**src/rtl/tgt_pkg.sv**
```systemverilog
package tgt_pkg;

    localparam int DATA_W = 32;
    localparam int CNT_W  = 32;
    localparam int PRE_W  = 8;
    localparam int ADDR_W = 5;

    localparam int PRE_LSB = 8;

    localparam logic [ADDR_W-1:0] OFS_RELOAD = 5'h00;
    localparam logic [ADDR_W-1:0] OFS_COUNT  = 5'h04;
    localparam logic [ADDR_W-1:0] OFS_CTRL   = 5'h08;
    localparam logic [ADDR_W-1:0] OFS_EVENT  = 5'h0C;
    localparam logic [ADDR_W-1:0] OFS_CAUSE  = 5'h10;
    localparam logic [ADDR_W-1:0] OFS_DISARM = 5'h14;

    localparam logic [DATA_W-1:0] KEY_FIRST  = 32'h1234_5678;
    localparam logic [DATA_W-1:0] KEY_SECOND = 32'h8765_4321;

    typedef struct packed {
        logic [PRE_W-1:0] div;
        logic             guard;
        logic             irq_en;
        logic             refill;
        logic             run;
    } ctrl_t;

    typedef enum logic {
        ARM_IDLE = 1'b0,
        ARM_HALF = 1'b1
    } arm_e;

    function automatic logic [DATA_W-1:0] ctrl_to_word(input ctrl_t c);
        logic [DATA_W-1:0] w;
        w = '0;
        w[PRE_LSB +: PRE_W] = c.div;
        w[3] = c.guard;
        w[2] = c.irq_en;
        w[1] = c.refill;
        w[0] = c.run;
        return w;
    endfunction

    function automatic ctrl_t word_to_ctrl(input logic [DATA_W-1:0] w, input logic keep_guard);
        ctrl_t c;
        c.div    = w[PRE_LSB +: PRE_W];
        c.guard  = keep_guard | w[3];
        c.irq_en = w[2];
        c.refill = w[1];
        c.run    = w[0];
        return c;
    endfunction

endpackage

```
**src/rtl/tgt_prescaler.sv**
```systemverilog
module tgt_prescaler #(
    parameter int PRE_W = tgt_pkg::PRE_W
) (
    input  logic             clk,
    input  logic             rst,
    input  logic             run_i,
    input  logic             restart_i,
    input  logic [PRE_W-1:0] limit_i,
    output logic             tick_o
);
    logic [PRE_W-1:0] phase_q;
    logic             at_end;

    assign at_end = (phase_q >= limit_i);
    assign tick_o = run_i && !restart_i && at_end;

    always_ff @(posedge clk) begin
        if (rst || !run_i || restart_i) begin
            phase_q <= '0;
        end else if (at_end) begin
            phase_q <= '0;
        end else begin
            phase_q <= phase_q + 1'b1;
        end
    end

    AST_PHASE_RESTART: assert property (@(posedge clk) disable iff (rst)
        (run_i && restart_i) |=> !at_end || limit_i == '0);

endmodule

```
**src/rtl/tgt_counter.sv**
```systemverilog
module tgt_counter #(
    parameter int CNT_W = tgt_pkg::CNT_W
) (
    input  logic             clk,
    input  logic             rst,
    input  logic             tick_i,
    input  logic             ld_i,
    input  logic [CNT_W-1:0] ld_val_i,
    input  logic             reload_en_i,
    input  logic [CNT_W-1:0] reload_val_i,
    output logic [CNT_W-1:0] count_o,
    output logic             hit_o
);
    localparam logic [CNT_W-1:0] ONE = CNT_W'(1);

    logic [CNT_W-1:0] cnt_q;
    logic             at_zero;

    assign at_zero = (cnt_q == '0);
    assign hit_o   = tick_i && !ld_i && (cnt_q == ONE);
    assign count_o = cnt_q;

    always_ff @(posedge clk) begin
        if (rst) begin
            cnt_q <= '0;
        end else if (ld_i) begin
            cnt_q <= ld_val_i;
        end else if (tick_i) begin
            if (!at_zero) begin
                cnt_q <= cnt_q - ONE;
            end else if (reload_en_i) begin
                cnt_q <= reload_val_i;
            end
        end
    end

    AST_DEC_STEP: assert property (@(posedge clk) disable iff (rst)
        (tick_i && !ld_i && cnt_q != '0) |=> cnt_q == $past(cnt_q) - ONE);

    AST_HOLD_IDLE: assert property (@(posedge clk) disable iff (rst)
        (!tick_i && !ld_i) |=> $stable(cnt_q));

    AST_ZERO_STOP: assert property (@(posedge clk) disable iff (rst)
        (tick_i && !ld_i && cnt_q == '0 && !reload_en_i) |=> cnt_q == '0);

endmodule

```
**src/rtl/tgt_disarm.sv**
```systemverilog
module tgt_disarm #(
    parameter int DATA_W = tgt_pkg::DATA_W
) (
    input  logic              clk,
    input  logic              rst,
    input  logic              wr_any_i,
    input  logic              wr_dis_i,
    input  logic [DATA_W-1:0] data_i,
    output logic              done_o
);
    import tgt_pkg::*;

    arm_e state_q;
    logic first_ok;

    assign first_ok = wr_dis_i && (data_i == KEY_FIRST);
    assign done_o   = wr_dis_i && (state_q == ARM_HALF) && (data_i == KEY_SECOND);

    always_ff @(posedge clk) begin
        if (rst) begin
            state_q <= ARM_IDLE;
        end else if (wr_any_i) begin
            state_q <= first_ok ? ARM_HALF : ARM_IDLE;
        end
    end

    AST_HALF_NEEDS_KEY: assert property (@(posedge clk) disable iff (rst)
        (wr_any_i && !first_ok) |=> !done_o || !wr_dis_i || state_q == ARM_IDLE);

endmodule

```
**src/rtl/tick_guard_timer.sv**
```systemverilog
module tick_guard_timer #(
    parameter int DATA_W = tgt_pkg::DATA_W,
    parameter int CNT_W  = tgt_pkg::CNT_W,
    parameter int PRE_W  = tgt_pkg::PRE_W,
    parameter int ADDR_W = tgt_pkg::ADDR_W
) (
    input  logic              clk,
    input  logic              rst,
    input  logic [ADDR_W-1:0] addr_i,
    input  logic              wr_en_i,
    input  logic [DATA_W-1:0] wr_data_i,
    output logic [DATA_W-1:0] rd_data_o,
    output logic              irq_o,
    output logic              wd_reset_o
);
    import tgt_pkg::*;

    ctrl_t            ctrl_q;
    logic [CNT_W-1:0] reload_q;
    logic             event_q;
    logic             cause_q;
    logic             pulse_q;

    logic             wr_reload, wr_count, wr_ctrl, wr_event, wr_cause, wr_dis;
    logic             tick, hit, arm_done;
    logic             cnt_ld;
    logic [CNT_W-1:0] cnt_ld_val;
    logic [CNT_W-1:0] count;

    // Write decode
    assign wr_reload = wr_en_i && (addr_i == OFS_RELOAD);
    assign wr_count  = wr_en_i && (addr_i == OFS_COUNT);
    assign wr_ctrl   = wr_en_i && (addr_i == OFS_CTRL);
    assign wr_event  = wr_en_i && (addr_i == OFS_EVENT);
    assign wr_cause  = wr_en_i && (addr_i == OFS_CAUSE);
    assign wr_dis    = wr_en_i && (addr_i == OFS_DISARM);

    // Counter load source: watchdog service refills from the reload value
    assign cnt_ld     = wr_reload || wr_count;
    assign cnt_ld_val = (wr_count && ctrl_q.guard) ? reload_q : wr_data_i[CNT_W-1:0];

    tgt_prescaler #(.PRE_W(PRE_W)) u_div (
        .clk       (clk),
        .rst       (rst),
        .run_i     (ctrl_q.run),
        .restart_i (cnt_ld),
        .limit_i   (ctrl_q.div),
        .tick_o    (tick)
    );

    tgt_counter #(.CNT_W(CNT_W)) u_cnt (
        .clk          (clk),
        .rst          (rst),
        .tick_i       (tick),
        .ld_i         (cnt_ld),
        .ld_val_i     (cnt_ld_val),
        .reload_en_i  (ctrl_q.refill && !ctrl_q.guard),
        .reload_val_i (reload_q),
        .count_o      (count),
        .hit_o        (hit)
    );

    tgt_disarm #(.DATA_W(DATA_W)) u_arm (
        .clk      (clk),
        .rst      (rst),
        .wr_any_i (wr_en_i),
        .wr_dis_i (wr_dis),
        .data_i   (wr_data_i),
        .done_o   (arm_done)
    );

    // Configuration registers
    always_ff @(posedge clk) begin
        if (rst) begin
            ctrl_q   <= '0;
            reload_q <= '0;
        end else begin
            if (wr_ctrl) begin
                ctrl_q <= word_to_ctrl(wr_data_i, ctrl_q.guard);
            end else if (arm_done) begin
                ctrl_q.guard <= 1'b0;
            end
            if (wr_reload) begin
                reload_q <= wr_data_i[CNT_W-1:0];
            end
        end
    end

    // Sticky flags: a new event beats a same-cycle clear
    always_ff @(posedge clk) begin
        if (rst) begin
            event_q <= 1'b0;
            cause_q <= 1'b0;
            pulse_q <= 1'b0;
        end else begin
            if (hit && !ctrl_q.guard) begin
                event_q <= 1'b1;
            end else if (wr_event && wr_data_i[0]) begin
                event_q <= 1'b0;
            end
            if (hit && ctrl_q.guard) begin
                cause_q <= 1'b1;
            end else if (wr_cause && wr_data_i[0]) begin
                cause_q <= 1'b0;
            end
            pulse_q <= hit && ctrl_q.guard;
        end
    end

    assign irq_o      = event_q && ctrl_q.irq_en;
    assign wd_reset_o = pulse_q;

    // Read mux
    always_comb begin
        rd_data_o = '0;
        case (addr_i)
            OFS_RELOAD: rd_data_o = DATA_W'(reload_q);
            OFS_COUNT:  rd_data_o = DATA_W'(count);
            OFS_CTRL:   rd_data_o = ctrl_to_word(ctrl_q);
            OFS_EVENT:  rd_data_o = DATA_W'(event_q);
            OFS_CAUSE:  rd_data_o = DATA_W'(cause_q);
            default:    rd_data_o = '0;
        endcase
    end

    AST_PULSE_SINGLE: assert property (@(posedge clk) disable iff (rst)
        wd_reset_o |=> !wd_reset_o);

    AST_CAUSE_WITH_PULSE: assert property (@(posedge clk) disable iff (rst)
        $rose(cause_q) |-> wd_reset_o);

    AST_EVENT_TIMER_ONLY: assert property (@(posedge clk) disable iff (rst)
        $rose(event_q) |-> !$past(ctrl_q.guard));

    AST_GUARD_STICKY: assert property (@(posedge clk) disable iff (rst)
        (ctrl_q.guard && !arm_done) |=> ctrl_q.guard);

    AST_GUARD_EXIT: assert property (@(posedge clk) disable iff (rst)
        $fell(ctrl_q.guard) |-> $past(arm_done));

endmodule

```
**config.mk**
```make
export PLATFORM = sky130hd
export DESIGN_NAME = tick_guard_timer
export DESIGN_NICKNAME = d
export VERILOG_FILES = /design/src/rtl/tgt_pkg.sv /design/src/rtl/tgt_prescaler.sv /design/src/rtl/tgt_counter.sv /design/src/rtl/tgt_disarm.sv /design/src/rtl/tick_guard_timer.sv
export SDC_FILE = /design/constraint.sdc
export NUM_CORES = 1
export LEC_CHECK = 0
export BUFFER_PORTS_ARGS = -buffer_cell sky130_fd_sc_hd__buf_4
export CAP_MARGIN = 10
export CORE_ASPECT_RATIO = 0.75
export CORE_MARGIN = 8
export CORE_UTILIZATION = 38
export CTS_CLUSTER_SIZE = 20
export DETAILED_ROUTE_END_ITERATION = 6
export GPL_ROUTABILITY_DRIVEN = 0
export GPL_TIMING_DRIVEN = 1
export MAX_ROUTING_LAYER = met4
export PLACE_DENSITY = 0.67
export SLEW_MARGIN = 20
export SYNTH_ARGS = -nofsm -noshare
export SYNTH_HDL_FRONTEND = slang
export SYNTH_SLANG_ARGS = --single-unit
```
**constraint.sdc**
```tcl
create_clock -name clk -period 4.6 [get_ports clk]
set_input_delay 0.69 -clock clk [delete_from_list [all_inputs] [get_ports clk]]
set_output_delay 0.69 -clock clk [all_outputs]
set_load 0.1 [all_outputs]
```
# Word level (Yosys, flattened, before mapping)
# Cells that the tools add are included.
# totals
register_bits,88
latchBits,0
mem_bits_rw,0
romBits,0
mem_count,0
# op_classes
n_addsub,2
n_mul,0
div,0
magnitude_cmp,1
eq_ne,9
shift,0
n_mux,13
bitwise_logic,1
n_reduce_logical,34
# ops
cell,n
$mux 32,5
$pmux 32 s5,1
$eq 32x1->1 const B,1
$eq 32x29->1 const B,1
$eq 32x32->1 const B,1
$logic_not 32->1,1
$sub 32x1->32 const B,1
$logic_and 1x1->1,20
$eq 5x4->1 const B,2
$eq 5x5->1 const B,2
$add 8x1->8 const B,1
$ge 8x8->1,1
$reduce_bool 2->1,4
$mux 1,7
$eq 5x3->1 const B,1
$logic_not 5->1,1
$logic_not 1->1,3
$logic_or 1x1->1,3
$ne 3x1->1 const B,1
$reduce_and 2->1,1
$reduce_or 2->1,1
$or 1x1->1,1

# Logic depth before layout (Yosys ltp)
# Gate-level depths: netlist (run 1).
# depth
ltp_word,10
mapped_depth,11
ltp_nobuf,8

# Modules after synthesis
# From an unflattened synthesis (run 1), not the netlist that was laid out.
# unflattened
cells_unflattened,695
hier_area_um2,5955.7
# modules_own_cells
mod,instances,cells_per_inst,area_each_um2
tick_guard_timer,1,288,2851.5
tgt_counter,1,324,2371.0
tgt_prescaler,1,61,533.0
tgt_disarm,1,22,200.2

# Least setup slack after synthesis (run 1)
# Ideal clock, no wire load.
# synth_path
kind,input to output
startpoint,in addr_i[3]
endpoint,out rd_data_o[10]
arrival_time_ns,3.691
slack_ns,0.219
stages,4
cell_sequence,or4_1 > clkbuf_1 > clkbuf_1 > o21ai_0
# synth_between
elab_chain_len,2
word_cells_on_any_way,6
cone_classes,4 x eq/ne; 1 x mux; 1 x reduce/logical
# synth_lines
element,line_no,text
start: declaration,tick_guard_timer.sv:9,"input logic [ADDR_W-1:0] addr_i,"
"$eq 5x5->1, or another cell as far along",tick_guard_timer.sv:116,case (addr_i)
$pmux 32 s5 (*),tick_guard_timer.sv:116,
end: declaration,tick_guard_timer.sv:12,"output logic [DATA_W-1:0] rd_data_o,"
# Every way passes the cells marked *; elsewhere a longest branch is shown, timed or not.

# Worst setup path after layout (run 1)
# layout_path
startpoint,reg u_cnt.cnt_q[5] (netlist: u_cnt.count_o[5])
endpoint,reg u_cnt.cnt_q[7] (netlist: u_cnt.count_o[7])
# layout_between
elab_chain_len,4
word_cells_on_any_way,7
cone_classes,1 x add/sub; 1 x eq/ne; 3 x mux; 2 x reduce/logical
# layout_lines
element,line_no,text
start: declaration,tgt_counter.sv:16,logic [CNT_W-1:0] cnt_q;
start signal: assignment,tgt_counter.sv:27,cnt_q <= ld_val_i;
start signal: assignment,tgt_counter.sv:30,cnt_q <= cnt_q - ONE;
start signal: assignment,tgt_counter.sv:32,cnt_q <= reload_val_i;
$sub 32x1->32 or $logic_not 32->1 (tied branches),"tgt_counter.sv:30, tgt_counter.sv:19",
$mux 32,tgt_counter.sv:29,if (!at_zero) begin
$mux 32,tgt_counter.sv:28,end else if (tick_i) begin
$mux 32,tgt_counter.sv:26,end else if (ld_i) begin
# Several ways; a longest one is shown, not always the timed one. The select of a mux whose other input is x is not followed.
# A chain may end at the register's enable or synchronous reset.

==> flow_summary.json, run 1 <==
{
  "outcome": "complete, no violations",
  "portBuffers": 73,
  "power_switching_w": 0.000744,
  "cts_sinks": 88,
  "io_pins": 74,
  "synthTopCellsByArea": "dfxtp_1, nand2_1, mux2i_1",
  "final_cells": 1008,
  "finalCritPeriodShare_pct": 72.1,
  "critPathTopFamily": "simple AND/OR/NAND/NOR gates",
  "worst-path-buf-inv": 0,
  "crit_arrival_ps": 3570,
  "whs_path_depth": 2,
  "setup_tns_ps": 0,
  "synth-async-reset-ratio_pct": 0,
  "finClkSkew_ps": 5.01,
  "hold_viol": 0,
  "cts-root-buf": "clkbuf_16",
  "dp_hpwl_um": 14600,
  "grt.total_usage_pct": 22.0,
  "endpoint_kind": "flop",
  "setup_viol": 0,
  "grt_pass1_wl_um": 32200,
  "pwr-share-seq_pct": 35.8,
  "grt_max_degree": 68,
  "syn-num-nets": 812,
  "vias": 6070,
  "cts.clk_slew.worst_paths_ps": 70,
  "core-area_sq_mm": 0.0145,
  "wirelength_um": 20400,
  "final_nets": 856,
  "fmax_ghz": 0.302,
  "postCtsHoldBufs": 0,
  "cts_buffer_depth": 2,
  "yosysTopAreaCellShare_pct": 31.4,
  "drt_first_pass_iters": 5,
  "slowest_stage": "or4_1",
  "p_comb_share_pct": 28.4,
  "ys_top_cells_by_count": "nand2_1, dfxtp_1, a21oi_1, nor2_1, clkbuf_1",
  "drt-initial-drc-count": 695,
  "swShare_pct": 33.5,
  "drc": 0,
  "avgSynthCellArea_sq_um": 7.39,
  "htreeDepth": 3,
  "cp_cell_sequence": "or4_1 -> or4_4 -> or3_1 -> o2111ai_4 -> nand2_2 -> a2111oi_2",
  "ir_drop_uv": 193,
  "final_util_pct": 45.6,
  "post-synth-top-count-cell": "nand2_1",
  "synth_edf_count": 0,
  "crit_path_max_fanout": 20,
  "start_kind": "flop",
  "path_depth": 6,
  "via_per_inst": 6.02,
  "finalPower_w": 0.00222,
  "synth_largest_area_cell": "dfxtp_1",
  "num_rows": 38,
  "grt_overflow_total": 0,
  "postCtsSetupBuffers": 0,
  "fp.dieArea_sq_mm": 0.0190,
  "rsz0062_at_grt": "false",
  "place_inst": 993,
  "wire_per_inst_um": 20.2,
  "cts_tree": "done",
  "synth_cell_type_count": 69,
  "ant_nets": 0,
  "ctsResizeCount": 0,
  "syn2layout_area_growth_pct": 17.5,
  "synthFlopType": "dfxtp_1",
  "worst_pin_slew_ps": 892,
  "clock_latency_ps": 350,
  "power_density_mw_per_mm2": 337,
  "antenna_found_initial": 0,
  "maxSlewViolCount": 0,
  "cts-buffers-inserted": 9,
  "syn_area_sq_mm": 0.00562,
  "clkPwrFrac_pct": 35.9,
  "synthCells": 760,
  "whs_ps": 463,
  "p_int_w": 0.00148,
  "crit_type": "reg2reg",
  "fp.dieH_um": 121,
  "n_antenna_cell": 0,
  "ys_ff_latch": 88,
  "ys_seq_area_share_pct": 31.4,
  "hold_path_class": "reg2reg",
  "chipWidth_um": 156,
  "crit_path_max_incr_delay_ps": 690,
  "grt_pass1_vias": 5633,
  "min_period_ps": 3320,
  "p_leak_nw": 2.51,
  "critPathRequiredTime_ps": 4850,
  "max-slew-margin-rel_pct": 40.1,
  "initial_core_util_pct": 38.9,
  "ys_warn_count": 0,
  "drive_above_1_share_pct": 15.1,
  "rr_worst_depth": 6,
  "maxCapViolCount": 0
}
-- metrics by stage --
| step | instance area (sq um) | setup WS (ps) |
|---|---|---|
| floorplan | 5620 | 219 |
| global placement | 6290 | 1190 |
| detailed placement | 6290 | 1110 |
| CTS | 6600 | 1110 |
| global route | 6600 | 1100 |
| finish | 6600 | 1280 |
-- cell type report --
type,count,area [sq um]
clock buffers,9,225
inverters,23,86.3
multi-input cells,594,3530
well taps,200,250
fillers,1514,7860
clock inverters,6,85.1
repair buffers,88,661
flip-flops and latches,88,1760
-- worst register-to-register path, stage by stage (launching register included) --
cell and delay [ps]:
dfxtp_1 380, or4_1 690, or4_4 480, or3_1 500, o2111ai_4 370, nand2_2 410, a2111oi_2 390
-- layout by cell type, fill, tap and decap left out, types with 8 or more instances in the layout --
cell type,count
nand2_1,150
ha_1,12
o22ai_1,9
clkbuf_16,9
inv_1,23
or4_1,8
a311oi_1,10
a21oi_1,65
a31oi_1,10
nor3_1,41
or3_1,8
xor2_1,11
buf_4,88
nor2_1,61
o21ai_0,21
nand3_1,14
nand4_1,9
a22oi_1,8
nor4_1,16
and3_1,8
dfxtp_1,88
mux2i_1,33
-- sequential cells by signal (all words and copies together) (netlist names) --
| register | flops |
|---|---|
| event_q | 1 |
| wd_reset_o | 1 |
| u_arm.state_q | 1 |
| cause_q | 1 |
| reload_q | 32 |
| u_div.phase_q | 8 |
| ctrl_q | 12 |
| u_cnt.count_o | 32 |
-- final timing paths --
path	start	endpoint	slack (ps)
setup / recovery	u_cnt.count_o[5]	u_cnt.count_o[7]	1280
hold / removal	cause_q	cause_q	460
setup reg to reg	u_cnt.count_o[5]	u_cnt.count_o[7]	1280
hold reg to reg	cause_q	cause_q	460
-- logic make-up after synthesis --
family,count (synthesis),synth area share (%)
compound gates,183,22.3
xor+xnor,16,2.49
fa+ha+maj,12,2.67
buf+inv,78,5.93
flops,88,31.4
mux,33,5.88
simple gates,350,29.4
-- routing by layer --
metal  routed length [um]  GRT usage (%)  vias to the layer above  part of all wire [%]
met5                    0              -                        -                     0
met4                  480           6.89                        0                   2.4
met3                 1840           4.95                       33                   9.0
met2                 8410           30.7                      317                    41
met1                 9640           30.6                     2865                    47
li1                     -              -                     2855                     -
-- power by group through the flow --
| stage | Combinational, W | Sequential (W) | Clock (W) |
|---|---|---|---|
| after floorplan | 0.000440 | 0.000803 | 0 |
| final | 0.000630 | 0.000795 | 0.000797 |
| after CTS | 0.000613 | 0.000794 | 0.000794 |
| after global placement | 0.000612 | 0.000811 | 0 |
| after detailed placement | 0.000610 | 0.000811 | 0 |
| after global routing | 0.000683 | 0.000796 | 0.000825 |
Note: power is estimated with default switching activity, not from simulation.
==> inputs of run 2 (changes only) <==
==> constraint.sdc (replaced) <==
create_clock -name clk -period 3.22 [get_ports clk]
set_input_delay 0.483 -clock clk [delete_from_list [all_inputs] [get_ports clk]]
set_output_delay 0.483 -clock clk [all_outputs]
set_load 0.1 [all_outputs]
==> run 2 against run 1 <==
  * Cell count is 2.0% higher
  * Largest cell class unchanged
  * Worst setup slack worse by 970 ps
  * Flip-flop and latch count stayed put
  * Critical path depth is 1 higher
  * Sequential share of layout area is 0.48 points lower
  * Non-clock buffer count is 22 higher
  * Clock-buffer cell count is 3 higher
  * Critical path type unchanged
  * Register-to-register slack worse by 970 ps
  * Cell area is 1.8% higher
  * Maximum frequency is 14% higher
  * Core utilization is 0.83 points higher
  * Largest power group is now sequential cells
  * Clock power is 23% higher
==> flow_summary.json, run 2 (synthesis gave the netlist of run 1 again) <==
{
  "min_from": "wr_data_i[25]",
  "grt_overflow_total": 0,
  "postCtsSetupBuffers": 0,
  "portBuffers": 73,
  "endpoint_kind": "flop",
  "final_common_cell": "nand2_1",
  "rrSetupSlack_ps": 320,
  "dp_hpwl_um": 14700,
  "syn2layout_area_growth_pct": 19.6,
  "num_rows": 38,
  "ir_drop_uv": 319,
  "final_nets": 878,
  "maxSlewViolCount": 0,
  "hold_end": "reload_q[25]",
  "cts_tree": "done",
  "postCtsHoldBufs": 0,
  "finalCritPeriodShare_pct": 90.2,
  "cts.clk_slew.worst_paths_ps": 60,
  "max-slew-margin-rel_pct": 45.4,
  "htreeDepth": 3,
  "io_pins": 74,
  "ant_nets": 0,
  "fmax_ghz": 0.344,
  "crit_path_max_fanout": 18,
  "r2r_start": "u_cnt.count_o[7]",
  "preCtsSetupSlack_ps": 353,
  "cts_buffer_depth": 2,
  "cts-root-buf": "clkbuf_16",
  "drive_above_1_share_pct": 17.0,
  "wire_per_inst_um": 19.9,
  "fp.dieH_um": 121,
  "drt-initial-drc-count": 749,
  "rsz0062_at_grt": "false",
  "start_kind": "flop",
  "whs_path_depth": 3,
  "worst_pin_slew_ps": 816,
  "finClkSkew_ps": 5.41,
  "drc": 0,
  "grt.total_usage_pct": 21.8,
  "finalPower_w": 0.00311,
  "hold_path_class": "in2reg",
  "busiest_layer": "met2",
  "grt_max_degree": 68,
  "fin_ws_ps": 316,
  "use_met1_pct": 29.7,
  "setup_viol": 0,
  "cts_sinks": 88,
  "chipWidth_um": 156,
  "placed_area_sq_mm": 0.00646,
  "fin_area_sq_mm": 0.00672,
  "initial_core_util_pct": 38.9,
  "cts-buffers-inserted": 9,
  "ctsResizeCount": 0,
  "n_antenna_cell": 0,
  "final_util_pct": 46.5,
  "crit_arrival_ps": 3120,
  "fp.dieArea_sq_mm": 0.0190,
  "clock_latency_ps": 350,
  "outcome": "complete, no violations",
  "grt_pass1_vias": 5585,
  "rr_worst_depth": 7,
  "gr-usage-met2_pct": 30.4,
  "most-common-layout-cells": "nand2_1, buf_4, dfxtp_1",
  "maxCapViolCount": 0,
  "hold_viol": 0,
  "wirelength_um": 20400,
  "core-area_sq_mm": 0.0145,
  "power_density_mw_per_mm2": 464,
  "met3_usage_pct": 6.98,
  "antenna_found_initial": 0,
  "crit_type": "reg2reg",
  "timing.rr.end": "u_cnt.count_o[4]",
  "critPathRequiredTime_ps": 3440,
  "drt_first_pass_iters": 5,
  "min_period_ps": 2900,
  "p_leak_nw": 2.60,
  "vias": 6050,
  "grt_pass1_wl_um": 31800,
  "whs_ps": 387,
  "via_per_inst": 5.89
}
[run 2: cell types whose count changed in the layout (fill, tap and decap cells not counted)]
cell	previous run	this run
clkbuf_1	0	1
bufinv_16	2	0
nor3_1	41	40
o2111a_2	1	0
buf_4	88	110
clkinvlp_4	2	0
nor3_2	0	1
clkinv_2	2	1
clkbuf_8	0	2
o2111a_1	0	1
[run 2: power breakdown]
group / internal [W] / leakage, nW / switching (W) / total, W
Sequential: 0.00111 / 0.710 / 0.0000268 / 0.00113
Combinational: 0.000399 / 1.76 / 0.000601 / 0.00100
Clock: 0.000551 / 0.130 / 0.000430 / 0.000981
[run 2: how the worst max path moves through the flow]
stage | slack (ps) | endpoint | startpoint | cells after the start
global placement | 410 | u_cnt.count_o[0] | u_cnt.count_o[7] | 7
CTS | 350 | u_cnt.count_o[4] | u_cnt.count_o[7] | 7
finish | 320 | u_cnt.count_o[4] | u_cnt.count_o[7] | 7
global route | 210 | u_cnt.count_o[0] | u_cnt.count_o[7] | 7
floorplan | -750 | rd_data_o[10] | addr_i[3] | 4
detailed placement | 350 | u_cnt.count_o[15] | addr_i[3] | 7
[run 2: metrics by stage]
stage / TNS [ps] / instances
global placement: 0 / 1015
global route: 0 / 1028
finish: 0 / 1028
floorplan: -8040 / 760
detailed placement: 0 / 1015
CTS: 0 / 1028
[run 2: critical path, cell delays in order (launching register included)]
cell      delay (ps)
dfxtp_1          370
or4_1            500
or4_4            450
or3_1            440
o2111a_1         420
buf_4            290
o31ai_1          230
a21oi_1           60
[run 2: final cells by class]
cell class | count | area, sq um
clock buffer | 12 | 256
tap | 200 | 250
multi-input combinational | 594 | 3530
sequential | 88 | 1760
timing repair buffer | 110 | 826
fill | 1493 | 7740
inverter | 23 | 86.3
clock inverter | 1 | 5.00
[run 2: routing by layer]
metal,vias to the layer above,wire length [um],part of all wire [%]
met2,295,8600,42
met1,2838,9450,46
met3,28,2090,10
met4,0,289,1.4
met5,-,0,0
li1,2889,-,-
